==> config.mk <==
export PLATFORM = sky130hd
export DESIGN_NAME = blk_rx_top
export DESIGN_NICKNAME = d
export VERILOG_FILES = /design/src/rtl/blk_rx_pkg.sv /design/src/rtl/blk_rx_poll_timer.sv /design/src/rtl/blk_rx_out_stage.sv /design/src/rtl/blk_rx_top.sv
export SDC_FILE = /design/constraint.sdc
export NUM_CORES = 1
export LEC_CHECK = 0
export BUFFER_PORTS_ARGS = -buffer_cell sky130_fd_sc_hd__buf_2
export CAP_MARGIN = 20
export CORE_UTILIZATION = 45
export DETAILED_ROUTE_END_ITERATION = 8
export HOLD_SLACK_MARGIN = 0.06
export MAX_ROUTING_LAYER = met4
export PLACE_DENSITY = 0.63
export SLEW_MARGIN = 30
export SYNTH_ARGS = -nofsm -noshare
export SYNTH_HDL_FRONTEND = slang
export SYNTH_SLANG_ARGS = --single-unit
export TNS_END_PERCENT = 10
==> constraint.sdc <==
create_clock -name clk -period 3 [get_ports clk]
set_clock_uncertainty 0.15 [all_clocks]
set_input_delay 0.75 -clock clk [delete_from_list [all_inputs] [get_ports clk]]
set_output_delay 0.75 -clock clk [all_outputs]
set_load 0.005 [all_outputs]
==> src/rtl/blk_rx_pkg.sv <==
package blk_rx_pkg;
  typedef enum logic [1:0] {
    PH_IDLE = 2'd0,
    PH_HUNT = 2'd1,
    PH_DATA = 2'd2,
    PH_TAIL = 2'd3
  } rx_phase_t;

  typedef enum logic [1:0] {
    RX_OK      = 2'd0,
    RX_TIMEOUT = 2'd1,
    RX_BADTOK  = 2'd2
  } rx_status_t;

  localparam logic [7:0] FILL_BYTE  = 8'hFF;
  localparam logic [7:0] START_TOK  = 8'hFE;
endpackage

==> src/rtl/blk_rx_poll_timer.sv <==
module blk_rx_poll_timer #(
  parameter int LIMIT = 20000
) (
  input  logic clk,
  input  logic rst_n,
  input  logic clr,
  input  logic step,
  output logic last
);
  localparam int CW = $clog2(LIMIT + 1);
  logic [CW-1:0] cnt;

  assign last = (cnt == CW'(LIMIT - 1));

  always_ff @(posedge clk) begin
    if (!rst_n || clr) cnt <= '0;
    else if (step && !last) cnt <= cnt + CW'(1);
  end

  // the hunt never counts past its bound
  a_r3_poll_bound: assert property (@(posedge clk) disable iff (!rst_n)
    cnt < CW'(LIMIT));
endmodule

==> src/rtl/blk_rx_out_stage.sv <==
module blk_rx_out_stage #(
  parameter int IW = 10
) (
  input  logic          clk,
  input  logic          rst_n,
  input  logic          load,
  input  logic [7:0]    load_data,
  input  logic [IW-1:0] load_idx,
  input  logic          out_ready,
  output logic          out_valid,
  output logic [7:0]    out_data,
  output logic [IW-1:0] out_idx
);
  always_ff @(posedge clk) begin
    if (!rst_n) begin
      out_valid <= 1'b0;
      out_data  <= '0;
      out_idx   <= '0;
    end else if (load) begin
      out_valid <= 1'b1;
      out_data  <= load_data;
      out_idx   <= load_idx;
    end else if (out_valid && out_ready) begin
      out_valid <= 1'b0;
    end
  end

  // a stalled byte stays put
  a_r10_hold: assert property (@(posedge clk) disable iff (!rst_n)
    out_valid && !out_ready |=> out_valid && $stable(out_data) && $stable(out_idx));
  // a pending byte is never overwritten
  a_r10_no_overwrite: assert property (@(posedge clk) disable iff (!rst_n)
    load |-> !out_valid);
endmodule

==> src/rtl/blk_rx_top.sv <==
module blk_rx_top
  import blk_rx_pkg::*;
#(
  parameter int MAX_LEN    = 512,
  parameter int POLL_LIMIT = 20000,
  parameter int LEN_W      = $clog2(MAX_LEN + 1)
) (
  input  logic             clk,
  input  logic             rst_n,
  input  logic             start,
  input  logic [LEN_W-1:0] blk_len,
  input  logic             zero_first,
  output logic             busy,
  output logic             done,
  output logic [1:0]       status,
  output logic             xchg_valid,
  input  logic             xchg_ready,
  output logic [7:0]       xchg_tx,
  input  logic             rsp_valid,
  input  logic [7:0]       rsp_data,
  output logic             out_valid,
  input  logic             out_ready,
  output logic [7:0]       out_data,
  output logic [LEN_W-1:0] out_idx
);
  rx_phase_t        phase;
  logic [LEN_W-1:0] len_q;
  logic [LEN_W-1:0] idx;
  logic             zf_q;
  logic             wait_rsp;
  logic             tail_second;
  logic             poll_last;
  logic             got;
  logic             xchg_fire;
  logic             load;
  logic [7:0]       load_data;
  logic [LEN_W-1:0] load_idx;
  logic             hunt_fill;

  assign busy       = (phase != PH_IDLE);
  assign xchg_tx    = FILL_BYTE;
  assign xchg_valid = busy && !wait_rsp && !out_valid;
  assign xchg_fire  = xchg_valid && xchg_ready;
  assign got        = wait_rsp && rsp_valid;
  assign hunt_fill  = got && (phase == PH_HUNT) && (rsp_data == FILL_BYTE);

  // payload capture or the synthetic zero byte in register-read mode
  always_comb begin
    load      = 1'b0;
    load_data = rsp_data;
    load_idx  = idx;
    if (got && phase == PH_DATA) begin
      load = 1'b1;
    end else if (got && phase == PH_HUNT && rsp_data == START_TOK && zf_q) begin
      load      = 1'b1;
      load_data = 8'h00;
      load_idx  = '0;
    end
  end

  blk_rx_poll_timer #(.LIMIT(POLL_LIMIT)) u_poll (
    .clk  (clk),
    .rst_n(rst_n),
    .clr  (!busy && start),
    .step (hunt_fill),
    .last (poll_last)
  );

  blk_rx_out_stage #(.IW(LEN_W)) u_out (
    .clk      (clk),
    .rst_n    (rst_n),
    .load     (load),
    .load_data(load_data),
    .load_idx (load_idx),
    .out_ready(out_ready),
    .out_valid(out_valid),
    .out_data (out_data),
    .out_idx  (out_idx)
  );

  always_ff @(posedge clk) begin
    if (!rst_n) begin
      phase       <= PH_IDLE;
      len_q       <= '0;
      idx         <= '0;
      zf_q        <= 1'b0;
      wait_rsp    <= 1'b0;
      tail_second <= 1'b0;
      done        <= 1'b0;
      status      <= RX_OK;
    end else begin
      done <= 1'b0;
      if (xchg_fire) wait_rsp <= 1'b1;
      if (got)       wait_rsp <= 1'b0;
      unique case (phase)
        PH_IDLE: begin
          if (start) begin
            status      <= RX_OK;
            len_q       <= blk_len;
            zf_q        <= zero_first;
            idx         <= '0;
            wait_rsp    <= 1'b0;
            tail_second <= 1'b0;
            if (blk_len == '0) done  <= 1'b1;
            else               phase <= PH_HUNT;
          end
        end
        PH_HUNT: begin
          if (got) begin
            if (rsp_data == FILL_BYTE) begin
              if (poll_last) begin
                status <= RX_TIMEOUT;
                done   <= 1'b1;
                phase  <= PH_IDLE;
              end
            end else if (rsp_data == START_TOK) begin
              if (zf_q) begin
                idx   <= LEN_W'(1);
                phase <= (len_q == LEN_W'(1)) ? PH_TAIL : PH_DATA;
              end else begin
                idx   <= '0;
                phase <= PH_DATA;
              end
            end else begin
              status <= RX_BADTOK;
              done   <= 1'b1;
              phase  <= PH_IDLE;
            end
          end
        end
        PH_DATA: begin
          if (got) begin
            idx <= idx + LEN_W'(1);
            if (idx == len_q - LEN_W'(1)) phase <= PH_TAIL;
          end
        end
        PH_TAIL: begin
          if (got) begin
            if (tail_second) begin
              status <= RX_OK;
              done   <= 1'b1;
              phase  <= PH_IDLE;
            end else begin
              tail_second <= 1'b1;
            end
          end
        end
        default: phase <= PH_IDLE;
      endcase
    end
  end

  // empty block finishes on the next cycle
  a_r9_empty_len: assert property (@(posedge clk) disable iff (!rst_n)
    start && !busy && blk_len == '0 |=> done && status == RX_OK && !busy);
  // no exchange while a byte waits on the stream
  a_r10_xchg_gap: assert property (@(posedge clk) disable iff (!rst_n)
    out_valid |-> !xchg_valid);
  // indices stay inside the block
  a_r6_idx_range: assert property (@(posedge clk) disable iff (!rst_n)
    out_valid |-> out_idx < len_q);
  // busy falls with done
  a_r11_done_idle: assert property (@(posedge clk) disable iff (!rst_n)
    done |-> !busy);
  // an exchange request is held until taken
  a_r7_xchg_hold: assert property (@(posedge clk) disable iff (!rst_n)
    xchg_valid && !xchg_ready |=> xchg_valid);
  // nothing happens in the cycle after reset
  a_r1_quiet: assert property (@(posedge clk)
    !$past(rst_n) |-> !busy && !done && !out_valid);
endmodule

### Word level (Yosys, flattened, before mapping)

Cells that the tools add are included.

* add/subtract/negate cells: 3
* multipliers: 0
* div/mod/pow operators: 0
* $lt $le $gt $ge: 0
* equality and inequality tests: 19
* shifts and indexed selects: 0
* muxes and demuxes: 50
* bitwise logic cells: 0
* reductions and logical operators: 30

Operators by type and width (count)
* $mux W10: 7
* $mux W2: 15
* $pmux W10 S3: 1
* $mux W1: 21
* $eq A8 B8 Y1 const B: 2
* $mux W8: 2
* $add A15 B1 Y15 const B: 1
* $eq A15 B15 Y1 const B: 1
* $ne A2 B2 Y1 const B: 7
* $logic_and A1 B1 Y1: 12
* $add A10 B1 Y10 const B: 1
* $eq A10 B1 Y1 const B: 1
* $eq A10 B10 Y1: 1
* $logic_not A10 Y1: 1
* $sub A10 B1 Y10 const B: 1
* $pmux W2 S4: 1
* $reduce_and A8 Y1: 1
* $reduce_and A7 Y1: 1
* $ne A3 B2 Y1 const B: 2
* $pmux W2 S3: 1
* $reduce_and A6 Y1: 1
* $reduce_bool A2 Y1: 3
* $reduce_bool A3 Y1: 2
* $logic_not A1 Y1: 5
* 9 further kinds: 11

* register bits after elaboration: 62
* bits in latches: 0
* RAM bits: 0
* memory bits (read-only): 0
* bits of input ports: 25
* output and inout port bits: 32
* logic and storage cells: 114
* memories: 0

### Longest topological paths before layout

Gate-level depths: netlist of run 1.

* depth in word-level cells: 8
* mapped depth: 10
* mapped depth without buffers: 9

### Cells and area by module

Synthesis of run 1 repeated with hierarchy kept, for this count alone.

* cells, all modules: 409
* area, all modules: 3467.1 sq um

By module, submodules not included
* blk_rx_top: times used 1, cells each 260, area each 1988.2 sq um, sequential area each 560.5 sq um
* blk_rx_poll_timer: times used 1, cells each 89, area each 757.0 sq um, sequential area each 300.3 sq um
* blk_rx_out_stage: times used 1, cells each 60, area each 721.9 sq um, sequential area each 380.4 sq um

### Worst setup path after synthesis of run 1

Ideal clock, no wire load.

* path kind: input to register
* from: in rsp_data[6]
* to: reg idx[9]
* data arrival time: 2098 ps
* slack: 620 ps
* stages on the path: 8
* buffers on the path: 1
* cell sequence: nand4_2 > nor4_2 > o211ai_2 > or2_1 > buf_6 > nor4_4 > xnor2_1 > nor2_2

* cells in the longest elaborated chain, start to end: 3
* elaborated cells on any way between the ends: 5
* classes of those cells: 4 x eq/ne; 1 x reduce/logical

RTL lines
* start: declaration: line blk_rx_top.sv:20 `input logic [7:0] rsp_data,`
* $eq A8 B8 Y1, on equally long branches: line blk_rx_top.sv:110, blk_rx_top.sv:116
* $ne A2 B2 Y1 (no line) or $ne A2 B1 Y1 (tied branches)
* $reduce_and A6 Y1 (no line) *
* end signal: assignment: line blk_rx_top.sv:133 `idx <= idx + LEN_W'(1);`
* end: declaration: line blk_rx_top.sv:28 `logic [LEN_W-1:0] idx;`

Mark *: on every way between the ends. The rest lies on a longest branch, timed or not.
A chain may end at the register's enable or synchronous reset.

==> impl_metrics.py, run 1 <==
metrics = {
    "synthesis": {
        "synthFlopType": "dfxtp_1",
        "ys_seq_area_frac": 0.394,
        "avgSynthCellArea_um2": 8.37,
        "yosysWarnings": 0,
        "synth-simple-area-share": 0.275,
        "ys_types": 45,
        "yosysTopAreaCell": "dfxtp_1",
        "synth_seq_cells": 62,
        "syn_area_mm2": 0.00315,
        "synth_edf_count": 0,
        "synth_area_leaders": "dfxtp_1 (39%), nand2_1 (5.8%), xor2_1 (5.6%), a22oi_1 (4.5%), nor2b_1 (3.8%)",
        "synth_compound_area_frac": 0.140,
        "async_reset_ff_frac": 0,
        "syn_inst": 376,
        "netlist.area_leader.share": 0.394,
        "synth_top_family_by_area": "simple AND/OR/NAND/NOR gates",
        "synth_mux_area_frac": 0.0127,
        "synth_adder_area_share": 0.0318,
        "synth-xor-area-share": 0.0863,
    },
    "placement": {
        "dpl_worst_slack_ns": 0.348,
        "io_buffers": 48,
        "placed_cell_area_mm2": 0.00342,
        "gp_congestion": 0.860,
        "place_hpwl_um": 5120,
    },
    "setup_path": {
        "critical_path_class": "reg -> reg",
        "cp-start-kind": "register",
        "crit_required_ns": 3.12,
        "rrSetupSlack_ns": 0.39,
        "end_kind": "register",
        "reg2reg_depth": 10,
        "r2r-start": "phase[0]",
        "cp_max_fo": 6,
        "worstPathArrival_ns": 2.73,
    },
    "drt": {
        "drc_errors": 0,
        "drt-vias-per-instance": 5.24,
        "postRouteAntennaNets": 0,
        "dr.first_iter.drc_count": 89,
        "drt-total-wl_um": 6980,
        "wl_per_cell_um": 13.7,
        "drtPass1Iterations": 4,
        "vias": 2662,
    },
    "sta": {
        "relSlewSlack": 0.535,
        "fin_tns_setup_ns": 0,
        "finalSetupViolCount": 0,
        "fin_crit_sh": 0.871,
        "worst_pin_slew_ns": 0.695,
        "hold_viol": 0,
        "max_freq_ghz": 0.383,
        "setup_ws_ns": 0.388,
        "fin_crit_ns": 2.61,
        "maxSlewViolCount": 0,
        "rsz0062_at_grt": "no",
    },
    "cells_and_area": {
        "final_cell_mix": "dfxtp_1 (62), nand2_1 (49), buf_2 (48)",
        "antenna_cells": 0,
        "final_common_cell": "dfxtp_1",
        "layout.nets": 456,
        "final_area_mm2": 0.00363,
        "fin_util": 0.537,
        "nFillCells": 639,
        "areaGrowthSynthToFinish_pct": 15.4,
        "drive_gt1_frac": 0.185,
    },
    "clock_tree": {
        "cts_resized": 0,
        "clockRootBuffer": "clkbuf_8",
        "post-cts-setup-buffers": 0,
        "clk_pin_slew_ns": 0.07,
        "cts_buffers": 9,
        "cts.sinks": 62,
        "cts_hold_buf": 0,
        "htree_levels": 3,
        "clk_latency_ns": 0.34,
        "cts_tree": "built",
        "clockBufferDepth": 2,
    },
    "global_routing": {
        "grt_pass1_vias": 2463,
        "grt_start_max_net_pins": 23,
        "antenna_found_initial": 0,
        "grt_pass1_wl_um": 11300,
        "grt_usage": 0.201,
        "grt_overflow": 0,
    },
    "floorplanning": {
        "io_pins": 57,
        "die_area_mm2": 0.00733,
        "die-width_um": 85.6,
        "start_util": 0.466,
        "rows": 30,
        "die_h_um": 85.6,
        "design.core.area_mm2": 0.00676,
    },
    "worst_hold_path": {
        "min-delay-start": "u_poll.cnt[11]",
        "min_path_type": "reg -> reg",
        "hold_path_depth": 2,
        "worstHoldEndpoint": "u_poll.cnt[11]",
    },
    "pwr": {
        "p_leak_uw": 0.00144,
        "ir_drop_mv": 0.304,
        "p_total_uw": 2020,
        "power.density_mw_per_mm2": 558,
    },
    "job": {
        "cap_violations": 0,
    },
    "outcome": {
        "outcome": "completed",
    },
}
## registers in the layout, summed over array words and instances, names as in the netlist, named ones only
name / flops
u_poll.cnt: 15
idx: 10
len_q: 10
u_out.out_idx: 10
u_out.out_data: 8
status: 2
done: 1
phase: 1
tail_second: 1
u_out.out_valid: 1
wait_rsp: 1
zf_q: 1
## routing by layer
| layer | share of wire | GRT usage | vias to the layer above |
|---|---|---|---|
| li1 | - | - | 1370 |
| met1 | 0.46 | 0.242 | 1250 |
| met2 | 0.50 | 0.332 | 32 |
| met3 | 0.026 | 0.0356 | 10 |
| met4 | 0.016 | 0.0864 | 0 |
| met5 | 0 | - | - |
## kinds of logic (layout without fill, tap and decap cells)
group / Yosys count / after routing
simple gates: 164 / 164
compound gates: 67 / 67
flops: 62 / 62
buf+inv: 39 / 84
xor+xnor: 31 / 31
fa+ha+maj: 8 / 8
mux: 4 / 4
other cells: 1 / 8
## cell usage after synthesis (all sizes together) (2+ instances only)
library cell,n
dfxtp,62
nand2,50
nor2,30
xor2,20
a22oi,19
nor2b,19
o21ai,16
inv,15
clkbuf,14
a21oi,13
a21boi,12
nand3,11
nand4,11
xnor2,11
buf,10
nor3,9
ha,8
nor4,8
or3,6
and2,4
and3,4
mux2i,4
nor3b,4
o211ai,3
nor4bb,2
or2,2
## where the power goes
group | switching (uW) | internal [uW] | total, uW | leakage [uW]
Sequential | 38.5 | 851 | 890 | 0.000501
Combinational | 227 | 152 | 380 | 0.000840
Clock | 328 | 427 | 755 | 0.0000976
## metrics by stage
| stage | cells | hold WS, ns |
|---|---|---|
| 5_1_grt | 508 | 0.379 |
| 4_1_cts | 508 | 0.350 |
| 6_report | 508 | 0.351 |
| 3_5_place_dp | 492 | 0.321 |
| 2_1_floorplan | 383 | 0.302 |
| 3_3_place_gp | 492 | 0.330 |
## layout make-up
cell class              count  area (um^2)  area share
flip-flops and latches     62         1240       0.342
well taps                  80          100      0.0276
clock buffers              11          151      0.0417
repair buffers             53          278      0.0765
clock inverters             5         57.6      0.0159
multi-input cells         282         1750       0.481
inverters                  15         56.3      0.0155
## worst max-delay path by stage
stage	from	end	slack, ns	depth (start not counted)
2_1_floorplan	rsp_data[6]	idx[9]	0.62	8
3_3_place_gp	rsp_data[6]	u_poll.cnt[9]	0.40	7
3_5_place_dp	rsp_data[6]	u_poll.cnt[7]	0.35	7
6_report	phase[0]	register	0.39	10
4_1_cts	phase[0]	register	0.41	10
5_1_grt	phase[0]	register	0.20	10
## worst max-delay path, stage by stage, from the launching register on
cell and delay, ns:
dfxtp_1 0.42, inv_1 0.12, ha_1 0.29, nor4b_1 0.17
nand2_1 0.08, nor4_1 0.05, buf_4 0.14, a311oi_1 0.43
nand4_1 0.21, a21oi_1 0.25, mux2i_1 0.22
(Power assumes the default switching activity.)
==> inputs of run 2 (changes only) <==
CORE_UTILIZATION = 50   (was 45)
PLACE_DENSITY = 0.73   (was 0.63)
==> impl_metrics.py, run 2 (synthesis results as in run 1) <==
metrics = {
    "sta": {
        "worst_pin_slew_ns": 0.724,
        "max_freq_ghz": 0.389,
        "rsz0062_at_grt": "no",
        "maxSlewViolCount": 0,
        "holdWs_ns": 0.349,
        "fin_tns_setup_ns": 0,
        "relSlewSlack": 0.517,
        "fin_crit_ns": 2.57,
        "setup_ws_ns": 0.432,
        "finalSetupViolCount": 0,
        "hold_viol": 0,
        "fin_crit_sh": 0.856,
    },
    "drt": {
        "drtPass1Iterations": 4,
        "vias": 2691,
        "postRouteAntennaNets": 0,
        "wl_per_cell_um": 13.5,
        "drt-total-wl_um": 6800,
        "dr.first_iter.drc_count": 144,
        "drt-vias-per-instance": 5.36,
        "drc_errors": 0,
    },
    "pwr": {
        "clockPowerShare": 0.384,
        "combinationalPowerShare": 0.183,
        "switching_share": 0.281,
        "seqPwrFrac": 0.434,
        "switching_power_uw": 575,
        "power.density_mw_per_mm2": 565,
        "ir_drop_mv": 0.339,
        "p_int_uw": 1480,
        "p_leak_uw": 0.00145,
    },
    "clock_tree": {
        "post-cts-setup-buffers": 0,
        "clk_pin_slew_ns": 0.07,
        "clockBufferDepth": 2,
        "cts.sinks": 62,
        "cts_buffers": 9,
        "htree_levels": 3,
        "cts_resized": 0,
        "cts_hold_buf": 0,
        "clk_latency_ns": 0.34,
        "clockRootBuffer": "clkbuf_8",
        "cts_tree": "built",
    },
    "floorplanning": {
        "design.core.area_mm2": 0.00599,
        "start_util": 0.525,
        "die-width_um": 81.3,
        "rows": 28,
        "io_pins": 57,
        "die_h_um": 81.3,
        "die_area_mm2": 0.00661,
    },
    "cells_and_area": {
        "final_cell_mix": "dfxtp_1 (62), nand2_1 (49), buf_2 (48)",
        "antenna_cells": 0,
        "areaGrowthSynthToFinish_pct": 15.3,
        "largest_register_ffs": 15,
        "final_common_cell": "dfxtp_1",
        "drive_gt1_frac": 0.185,
        "layout.nets": 455,
        "largest_register": "u_poll.cnt",
        "nFillCells": 543,
    },
    "setup_path": {
        "crit_buf_inv": 2,
        "cp_max_fo": 6,
        "reg2reg_depth": 10,
        "critical_path_class": "reg -> reg",
        "crit_required_ns": 3.12,
        "crit_path_top_delay_cell": "dfxtp_1",
        "cp_cell_sequence": "inv_1, ha_1, nor4b_1, nand2_1, nor4_1, buf_4, a311oi_1, nand4_1, a21oi_1, mux2i_1",
        "crit_cells": 10,
        "end_kind": "register",
        "rrSetupSlack_ns": 0.43,
        "worstPathArrival_ns": 2.69,
        "cpPeakStageDelay_ns": 0.43,
        "cp-start-kind": "register",
        "critical-path-top-delay-family": "compound AO/OA/AOI/OAI gates",
    },
    "outcome": {
        "outcome": "completed",
    },
    "global_routing": {
        "grt_overflow": 0,
        "grt_pass1_vias": 2537,
        "grt_pass1_wl_um": 11700,
        "antenna_found_initial": 0,
        "grt_usage": 0.239,
        "grt_start_max_net_pins": 26,
    },
    "placement": {
        "dpl_worst_slack_ns": 0.339,
        "io_buffers": 48,
        "gp_congestion": 0.805,
        "place_hpwl_um": 4930,
    },
    "worst_hold_path": {
        "hold_path_depth": 2,
        "min_path_type": "reg -> reg",
    },
    "job": {
        "cap_violations": 0,
    },
}
run 2: changes by cell type in the layout (fill, tap and decap cells not counted), sizes merged:
cell      previous run  this run
clkinvlp             3         0
clkbuf              11        13
clkinv               1         2
buf                 53        52
run 2: layer usage:
layer  vias up  GRT usage  share of wire
li1       1371          -              -
met5         -          -              0
met1      1270      0.288           0.46
met2        43      0.383           0.50
met4         0     0.0804          0.013
met3         7     0.0640          0.031
run 2: path summary, 6_finish.rpt:
kind | end | from
min | len_q[9] | len_q[9]
max reg2reg | register | phase[0]
max | register | phase[0]
min reg2reg | len_q[9] | len_q[9]
run 2: worst reg2reg max path: stages (launching register included):
cell,delay [ns]
dfxtp_1,0.43
inv_1,0.11
ha_1,0.30
nor4b_1,0.17
nand2_1,0.08
nor4_1,0.05
buf_4,0.14
a311oi_1,0.42
nand4_1,0.22
a21oi_1,0.25
mux2i_1,0.19
run 2: stage by stage:
stage | power [uW] | std cells | util | instance area [um^2]
floorplan | 1180 | 383 | - | 3170
global placement | 1270 | 486 | 0.569 | 3410
detailed placement | 1280 | 486 | 0.569 | 3410
CTS | 2070 | 502 | 0.606 | 3630
global route | 2160 | 502 | 0.606 | 3630
finish | 2050 | 502 | 0.606 | 3630
run 2: power groups by stage:
stage	Clock (uW)	Combinational, uW	Sequential (uW)
floorplan	0	282	898
global placement	0	362	907
detailed placement	0	373	908
CTS	801	375	889
global route	839	424	894
finish	787	374	889
run 2: area by class of cell:
| class | instances | area [um^2] | area share |
|---|---|---|---|
| clock buffer | 13 | 179 | 0.0493 |
| clock inverter | 3 | 40.0 | 0.0110 |
| inverter | 15 | 56.3 | 0.0155 |
| multi-input combinational | 282 | 1750 | 0.482 |
| sequential | 62 | 1240 | 0.342 |
| tap | 75 | 93.8 | 0.0259 |
| timing repair buffer | 52 | 270 | 0.0745 |
